==> src/rtl/csd_pkg.sv <==
package csd_pkg;

  localparam int MAXD = 64;
  typedef logic [MAXD-1:0] dmask_t;

  // number of non-zero digits in powers lo .. lo+len-1
  function automatic int nnz_in(dmask_t p, dmask_t n, int lo, int len);
    int c = 0;
    for (int k = 0; k < len; k++) if (p[lo+k] || n[lo+k]) c++;
    return c;
  endfunction

  // group with top power t equals group with top power u
  function automatic bit same_group(dmask_t p, dmask_t n, int t, int u, int len);
    for (int k = 0; k < len; k++)
      if (p[t-k] != p[u-k] || n[t-k] != n[u-k]) return 1'b0;
    return 1'b1;
  endfunction

  // greedy non-overlapping occurrences, scanning from the top power down
  function automatic int count_occ(dmask_t p, dmask_t n, int nd, int t, int len);
    int c = 0;
    int u = nd - 1;
    while (u - len + 1 >= 0) begin
      if (same_group(p, n, t, u, len)) begin
        c++;
        u = u - len;
      end else begin
        u = u - 1;
      end
    end
    return c;
  endfunction

  // picks the shared group; returns its length (want_top=0) or top power (1)
  function automatic int share_pick(dmask_t p, dmask_t n, int nd, bit want_top);
    for (int len = nd / 2; len >= 2; len--)
      for (int t = nd - 1; t >= len - 1; t--)
        if (nnz_in(p, n, t - len + 1, len) >= 2 && count_occ(p, n, nd, t, len) >= 2)
          return want_top ? t : len;
    return 0;
  endfunction

  // marks either the lowest power of each occurrence (full=0) or all covered powers (1)
  function automatic dmask_t place_mask(dmask_t p, dmask_t n, int nd, int t, int len, bit full);
    dmask_t m = '0;
    int u = nd - 1;
    if (len < 2) return m;
    while (u - len + 1 >= 0) begin
      if (same_group(p, n, t, u, len)) begin
        if (full) begin
          for (int k = 0; k < len; k++) m[u-k] = 1'b1;
        end else begin
          m[u-len+1] = 1'b1;
        end
        u = u - len;
      end else begin
        u = u - 1;
      end
    end
    return m;
  endfunction

  // digits of the group rebased so that its lowest power becomes weight 1
  function automatic dmask_t group_mask(dmask_t m, int t, int len);
    dmask_t g = '0;
    for (int r = 0; r < len; r++) g[r] = m[t-len+1+r];
    return g;
  endfunction

  function automatic longint coef_value(dmask_t p, dmask_t n, int nd);
    longint v = 0;
    for (int i = 0; i < nd; i++) begin
      if (p[i]) v = v + (longint'(1) <<< i);
      if (n[i]) v = v - (longint'(1) <<< i);
    end
    return v;
  endfunction

endpackage

==> src/rtl/csd_term_sum.sv <==
module csd_term_sum #(
  parameter int IN_W = 8,
  parameter int NDIG = 8,
  parameter int OUT_W = 17,
  parameter csd_pkg::dmask_t POS = '0,
  parameter csd_pkg::dmask_t NEG = '0
) (
  input  logic                    clk,
  input  logic                    rst,
  input  logic signed [IN_W-1:0]  x,
  output logic signed [OUT_W-1:0] sum
);
  localparam logic signed [OUT_W-1:0] VAL = OUT_W'(csd_pkg::coef_value(POS, NEG, NDIG));

  logic signed [OUT_W-1:0] x_ext;
  logic signed [OUT_W-1:0] term [NDIG];
  logic signed [OUT_W-1:0] acc;

  assign x_ext = OUT_W'(x);

  for (genvar i = 0; i < NDIG; i++) begin : g_term
    if (POS[i]) begin : g_add
      assign term[i] = x_ext <<< i;
    end else if (NEG[i]) begin : g_sub
      assign term[i] = -(x_ext <<< i);
    end else begin : g_none
      assign term[i] = '0;
    end
  end

  always_comb begin
    acc = '0;
    for (int i = 0; i < NDIG; i++) acc = acc + term[i];
  end

  assign sum = acc;

  // shift-add sum must equal the true product of its digit subset
  assert_term_sum_R7: assert property (@(posedge clk) disable iff (rst)
    sum == x_ext * VAL);

endmodule

==> src/rtl/csd_group_place.sv <==
module csd_group_place #(
  parameter int W = 17,
  parameter int NDIG = 8,
  parameter csd_pkg::dmask_t OCC = '0
) (
  input  logic                clk,
  input  logic                rst,
  input  logic signed [W-1:0] grp,
  output logic signed [W-1:0] placed
);
  localparam logic signed [W-1:0] OCC_VAL = W'(csd_pkg::coef_value(OCC, '0, NDIG));

  logic signed [W-1:0] copy [NDIG];
  logic signed [W-1:0] acc;

  for (genvar i = 0; i < NDIG; i++) begin : g_copy
    if (OCC[i]) begin : g_on
      assign copy[i] = grp <<< i;
    end else begin : g_off
      assign copy[i] = '0;
    end
  end

  always_comb begin
    acc = '0;
    for (int i = 0; i < NDIG; i++) acc = acc + copy[i];
  end

  assign placed = acc;

  // left-shifted copies together scale the group by the occurrence weights
  assert_group_place_R6: assert property (@(posedge clk) disable iff (rst)
    placed == grp * OCC_VAL);

endmodule

==> src/rtl/csd_out_reg.sv <==
module csd_out_reg #(
  parameter int W = 16
) (
  input  logic                clk,
  input  logic                rst,
  input  logic signed [W-1:0] d,
  output logic signed [W-1:0] q
);
  always_ff @(posedge clk) begin
    if (rst) q <= '0;
    else     q <= d;
  end
endmodule

==> src/rtl/csd_const_mult.sv <==
module csd_const_mult #(
  parameter int IN_W = 8,
  parameter int MAX_POWER = 7,
  parameter int GUARD_W = 1,
  parameter logic [MAX_POWER:0] POS_DIGITS = 8'h88,
  parameter logic [MAX_POWER:0] NEG_DIGITS = 8'h22
) (
  input  logic                                  clk,
  input  logic                                  rst,
  input  logic signed [IN_W-1:0]                x,
  output logic signed [IN_W+MAX_POWER+GUARD_W-1:0] product
);
  import csd_pkg::*;

  localparam int NDIG   = MAX_POWER + 1;
  localparam int FULL_W = IN_W + NDIG;
  localparam int OUT_W  = IN_W + MAX_POWER + GUARD_W;

  localparam dmask_t P_M = dmask_t'(POS_DIGITS);
  localparam dmask_t N_M = dmask_t'(NEG_DIGITS);

  localparam int SH_LEN = share_pick(P_M, N_M, NDIG, 1'b0);
  localparam int SH_TOP = share_pick(P_M, N_M, NDIG, 1'b1);

  localparam dmask_t OCC   = place_mask(P_M, N_M, NDIG, SH_TOP, SH_LEN, 1'b0);
  localparam dmask_t COVER = place_mask(P_M, N_M, NDIG, SH_TOP, SH_LEN, 1'b1);
  localparam dmask_t G_POS = group_mask(P_M, SH_TOP, SH_LEN);
  localparam dmask_t G_NEG = group_mask(N_M, SH_TOP, SH_LEN);
  localparam dmask_t GAP_POS = P_M & ~COVER;
  localparam dmask_t GAP_NEG = N_M & ~COVER;

  localparam logic signed [FULL_W-1:0] COEF_V = FULL_W'(coef_value(P_M, N_M, NDIG));

  if ((POS_DIGITS & NEG_DIGITS) != '0) begin : g_bad_digit
    $error("a digit position is marked both plus and minus");
  end
  if (GUARD_W < 0 || GUARD_W > 1 || FULL_W > 64 || NDIG > MAXD) begin : g_bad_size
    $error("unsupported width parameters");
  end

  logic signed [FULL_W-1:0] shared_sum;
  logic signed [FULL_W-1:0] gap_sum;
  logic signed [FULL_W-1:0] total;
  logic signed [FULL_W-1:0] x_ext;

  if (SH_LEN >= 2) begin : g_share
    logic signed [FULL_W-1:0] grp_val;

    csd_term_sum #(
      .IN_W(IN_W), .NDIG(NDIG), .OUT_W(FULL_W), .POS(G_POS), .NEG(G_NEG)
    ) i_group (
      .clk(clk), .rst(rst), .x(x), .sum(grp_val)
    );

    csd_group_place #(
      .W(FULL_W), .NDIG(NDIG), .OCC(OCC)
    ) i_place (
      .clk(clk), .rst(rst), .grp(grp_val), .placed(shared_sum)
    );
  end else begin : g_flat
    assign shared_sum = '0;
  end

  csd_term_sum #(
    .IN_W(IN_W), .NDIG(NDIG), .OUT_W(FULL_W), .POS(GAP_POS), .NEG(GAP_NEG)
  ) i_gaps (
    .clk(clk), .rst(rst), .x(x), .sum(gap_sum)
  );

  assign total = shared_sum + gap_sum;
  assign x_ext = FULL_W'(x);

  csd_out_reg #(.W(OUT_W)) i_out (
    .clk(clk), .rst(rst), .d(total[OUT_W-1:0]), .q(product)
  );

  // the cycle after reset the product is zero
  assert_reset_clear_R1: assert property (@(posedge clk) disable iff (rst)
    $fell(rst) |-> product == '0);

  // registered product matches the integer product of the last sample
  assert_exact_product_R3: assert property (@(posedge clk) disable iff (rst)
    !$past(rst) |-> product == OUT_W'($past(x_ext) * COEF_V));

  if (P_M == '0 && N_M == '0) begin : g_zero_chk
    // all-zero coefficient keeps the output at zero
    assert_zero_coeff_R5: assert property (@(posedge clk) disable iff (rst)
      product == '0);
  end

endmodule

==> config.mk <==
export PLATFORM = sky130hd
export DESIGN_NAME = csd_const_mult
export DESIGN_NICKNAME = d
export VERILOG_FILES = /design/src/rtl/csd_pkg.sv /design/src/rtl/csd_term_sum.sv /design/src/rtl/csd_group_place.sv /design/src/rtl/csd_out_reg.sv /design/src/rtl/csd_const_mult.sv
export SDC_FILE = /design/constraint.sdc
export NUM_CORES = 1
export LEC_CHECK = 0
export ABC_AREA = 1
export BUFFER_PORTS_ARGS = -buffer_cell sky130_fd_sc_hd__buf_2
export CAP_MARGIN = 30
export CORE_ASPECT_RATIO = 1.5
export CORE_MARGIN = 2
export CORE_UTILIZATION = 55
export CTS_CLUSTER_DIAMETER = 120
export CTS_CLUSTER_SIZE = 20
export DETAILED_ROUTE_END_ITERATION = 10
export PLACE_DENSITY = 0.87
export SLEW_MARGIN = 10
export SYNTH_ARGS = -nofsm -noshare
export SYNTH_HDL_FRONTEND = slang
export SYNTH_HIERARCHICAL = 1
export SYNTH_SLANG_ARGS = --single-unit
==> constraint.sdc <==
create_clock -name clk -period 6.4 [get_ports clk]
set_input_delay 0.96 -clock clk [delete_from_list [all_inputs] [get_ports clk]]
set_output_delay 0.96 -clock clk [all_outputs]
set_load 0.005 [all_outputs]
==> After elaboration in Yosys (flattened, before gate mapping) <==
Index checks and enable logic that the tools add are counted.
{ "classes": {"eq_ne": 0, "n_addsub": 3, "reduce_logical": 0, "n_mux": 0, "div": 0, "bitwise": 0, "magnitude_cmp": 0, "n_mul": 0, "shift": 0} }
{ "op_table": {"columns": ["cell", "count"], "rows": [
  ["$add A16 B11 Y16", 1],
  ["$add A16 B16 Y16", 1],
  ["$neg A9 Y16", 1]
]} }
{ "word_totals": {"romBits": 0, "in_bits": 10, "latch_bits": 0, "mem_count": 0, "ramBits": 0, "reg_bits": 16, "elab_cells": 4} }

==> Depth between registers and ports, before layout <==
{ "logic_depth": {"word_depth": 3, "mapped_depth": 28} }

==> Modules after synthesis <==
Netlist, hierarchy kept.
{ "by_module_without_submodules": {"columns": ["module", "area_each_um2", "cells_per_inst", "seq_area_each_um2", "n_inst"], "rows": [
  ["csd_const_mult", 930.9, 176, 0.0, 1],
  ["csd_group_place", 664.4, 123, 0.0, 1],
  ["csd_term_sum at g_share.i_group", 541.8, 104, 0.0, 1],
  ["csd_out_reg", 474.2, 50, 320.3, 1],
  ["csd_term_sum at i_gaps", 123.9, 17, 0.0, 1]
]} }

==> Least setup slack after synthesis <==
OpenSTA, ideal clock, no wires.
{ "synth_timing": {"path_type": "input to register", "start": "input port x[4]", "end": "register i_out.q[11]", "arrival_time_ps": 3187, "cell_stages": 20, "path_slack_ps": 3102, "required_ps": 6289, "path_cell_list": "inv_1 > ha_1 > nand2_2 > inv_1 > a21oi_4 > nand2_2 > a21oi_1 > ha_1 > nand2_1 > inv_1 > nand2_1 > nand2_1 > inv_1 > nand2_1 > xor2_1 > ha_1 > nand3_1 > nand2_1 > inv_1 > nor2_2"} }
{ "synth_via": {"elab_chain_len": 3} }
{ "synth_lines": {"columns": ["element", "line_no", "source"], "rows": [
  ["start: declaration", "csd_const_mult.sv:10", "input logic signed [IN_W-1:0] x,"],
  ["$neg A9 Y16", "csd_term_sum.sv:25", "assign term[i] = -(x_ext <<< i);"],
  ["$add A16 B11 Y16 *", "csd_term_sum.sv:33", "for (int i = 0; i < NDIG; i++) acc = acc + term[i];"],
  ["net g_share.grp_val[10]", "csd_const_mult.sv:47", "logic signed [FULL_W-1:0] grp_val;"],
  ["$add A16 B16 Y16 *", "csd_group_place.sv:26", "for (int i = 0; i < NDIG; i++) acc = acc + copy[i];"],
  ["net shared_sum[11]", "csd_const_mult.sv:41", "logic signed [FULL_W-1:0] shared_sum;"],
  ["end signal: assignment", "csd_out_reg.sv:10", "if (rst) q <= '0;"],
  ["end signal: assignment", "csd_out_reg.sv:11", "else q <= d;"],
  ["end: declaration", "csd_out_reg.sv:7", "output logic signed [W-1:0] q"]
]} }
The timed path passes the listed nets; every way through them passes the cells marked *.
A chain may end at the register's enable or synchronous reset.

==> Worst setup path after layout <==
{ "layout_timing": {"start": "input port x[0]", "end": "register i_out.q[12]"} }
The elaborated chain is that of the path after synthesis.

==> summary.md <==
| Metric | Value |
|---|---|
| Total track usage | 21.3% |
| CTS Sinks | 16 |
| Achievable clock frequency | 276 MHz |
| Via/cell ratio | 4.74 |
| WP data arrival | 3760 ps |
| Maxcap violations | 0 |
| Slowest Stage Delay on Critical Path | 400 ps |
| PwrDens | 346 nW/um^2 |
| CP endpoint kind | flop |
| Post-Syn Instances | 470 |
| Setup_tns | 0 ps |
| Leading cell types in the layout, fill and taps excluded | nand2_1 (158), inv_1 (95), nor2_1 (37) |
| Antenna violations before repair | 0 |
| Tot Pwr | 0.990 mW |
| Routed Antenna Nets | 0 |
| RSZ-0062 raised after global routing | no |
| Total wire length | 5250 um |
| CP Max Fanout | 7 |
| CP cell instances | buf_2, ha_1, nand2_1, nand2_1, nand2_1, xnor2_1, ha_1, a21oi_1, nor2_1, nor2_1, nand2_1, nand2_1, nand2_1, ha_1, nand4_1, nand2_1, inv_1, nor2_2 |
| Hold EP | i_out/q[4]$_SDFF_PP0_ |
| Critical path's top delay family | adder cells |
| DRC violations left | 0 |
| Max VDD drop | 0.000132 V |
| Vias in the first global route | 2596 |
| Commonest non-fill, non-tap cell in the layout | nand2_1 |
| Top Registers | i_out/q: 16 flops |
| TritonCTS clock tree | built |
| Post-Syn Area | 2740 sq um |
| Worst-path clk slew | 60 ps |
| Synth cell types | 29 |
| Largest reg by FF count | i_out/q |
| H-tree Lvls | 1 |
| CTS resizes | 0 |
| Share of layout cells above drive strength 1 | 12.0% |
| Post-CTS Hold Buffers | 0 |
| Pin count of the biggest net entering global routing | 17 |
| Post-Syn Area per Cell | 5.82 sq um |
| Status | finished clean |
| HP Start | rst |
| FILL cells | 483 |
| Row count | 31 |
| Worst-case clock buffer depth | 2 |
| Bufs and invs on worst path | 2 |
| Routed vias | 2635 |
| Slowest stage cell on the critical path | xnor2_1 |
| Antenna Diode Count | 0 |
| DR pass1 iterations | 4 |
| Seq cells post-synth | 16 |
| CP required | 6530 ps |
| Final Max Tran Viols | 0 |
| # Post-CTS Setup Buffers | 0 |
| WL/cell | 9.44 um |
| Critical path class | in2reg |
| Largest register FFs | 16 |
| Clock power frac | 8.6% |
| CP most frequent cell | nand2_1 |
| Sw Pwr | 0.511 mW |
| GR Overflow Total | 0 |
| Total CTS buffers | 3 |
| Leakage power | 1.88 nW |
| Die Footprint | 5560 sq um |
| Starting density of the core | 56.9% |
| Routability cong. | 0.891 |
| Sequential cell area fraction in the yosys report | 11.7% |
| Die width | 61.6 um |
| Clock root cell | clkbuf_8 |
| Internal power | 0.479 mW |
| Fin area | 2860 sq um |
| DRT iter0 DRCs | 57 |
| Startpoint Class | primary input |
| Share of total power in sequential cells | 14.2% |
| Area growth syn-to-layout | 4.67% |
| Final critical-path share of the clock period | 56.7% |
| Minimum clock period | 3630 ps |
| Sw Share | 51.6% |
| Core area | 4810 sq um |
| Top cells by area, synth | nand2_1 (22%), ha_1 (16%), inv_1 (13%) |
| Post-place instance area | 2810 sq um |
| I/O pin cnt | 26 |
| Worst hold path type | in2reg |
| Final HPWL DP | 4720 um |
| First-pass GRT wire length | 9540 um |
| Die extent in y | 90.4 um |
| Yosys synthesis warning count | 6 |
| Final hold vios | 0 |
| Port-buffer cells | 25 |
| Combinational share of power | 77.2% |
| Fin nets | 537 |
| Post-synth top area cell | nand2_1 |
| Final setup fails | 0 |
| Area share of the largest cell type after synthesis | 21.7% |
| Hold path cells | 2 |
[cell usage after synthesis]
cell type,n
dfxtp_1,16
nand3_1,26
a21oi_2,1
a21o_1,1
conb_1,2
inv_1,95
nor3_2,3
nor2_1,37
nand4_1,4
nand3_2,2
fa_1,2
nand2_1,158
xnor2_1,4
and2_4,1
or2_2,1
inv_2,3
buf_8,1
xor2_1,14
a21oi_1,18
o21ai_1,1
buf_6,1
nand3b_1,2
nor2_2,5
or2_1,2
buf_4,22
nand2_2,12
ha_1,34
nor2_4,1
a21oi_4,1
[area by class of cell]
type	instances	area [sq um]	area share [%]
clock buffers	4	55.1	1.92
inverters	98	368	12.8
multi-input cells	347	1910	66.8
flip-flops and latches	16	320	11.2
well taps	66	82.6	2.88
repair buffers	25	125	4.37
[layer usage]
| layer | global-route usage [%] | vias to the layer above | part of all wire (%) |
|---|---|---|---|
| met1 | 19.8 | 1144 | 37 |
| met4 | 12.6 | 0 | 4.6 |
| met2 | 41.2 | 52 | 56 |
| met5 | 0 | - | 0 |
| li1 | - | 1419 | - |
| met3 | 0.860 | 20 | 2.3 |
[power by group through the flow]
stage               clock network (mW)  logic [mW]  registers, mW
global route                    0.0925       0.891          0.147
floorplan                            0       0.611          0.151
CTS                             0.0879       0.731          0.141
detailed placement                   0       0.725          0.143
finish                          0.0848       0.764          0.140
global placement                     0       0.713          0.143
[how the worst max path moves through the flow]
stage | cells after the start | start | slack [ps] | endpoint
after floorplan | 20 | x[4] | 3100 | i_out/q[11]$_SDFF_PP0_
after CTS | 18 | x[0] | 2800 | i_out/q[12]$_SDFF_PP0_
final | 18 | x[0] | 2770 | i_out/q[12]$_SDFF_PP0_
after detailed placement | 18 | x[0] | 2540 | i_out/q[12]$_SDFF_PP0_
after global placement | 18 | x[0] | 2630 | i_out/q[12]$_SDFF_PP0_
after global routing | 18 | x[0] | 2550 | i_out/q[12]$_SDFF_PP0_
[kinds of logic after synthesis]
family,share of synthesized area [%]
and+or+nand+nor,40.1
xor gates and xnor gates,5.76
DFF,11.7
adders and majority gates,17.0
other,0.275
AOI/OAI and AO/OA,4.67
buffers and inverters,20.4
[metrics by stage]
stage | hold WS [ps] | setup slack, ps | util, % | std cells
2_1_floorplan | 1140 | 3100 | - | 485
3_3_place_gp | 1320 | 2630 | 58.4 | 552
3_5_place_dp | 1320 | 2540 | 58.4 | 552
4_1_cts | 1070 | 2800 | 59.5 | 556
5_1_grt | 1080 | 2550 | 59.5 | 556
6_report | 1070 | 2770 | 59.5 | 556
(Power assumes the default switching activity.)
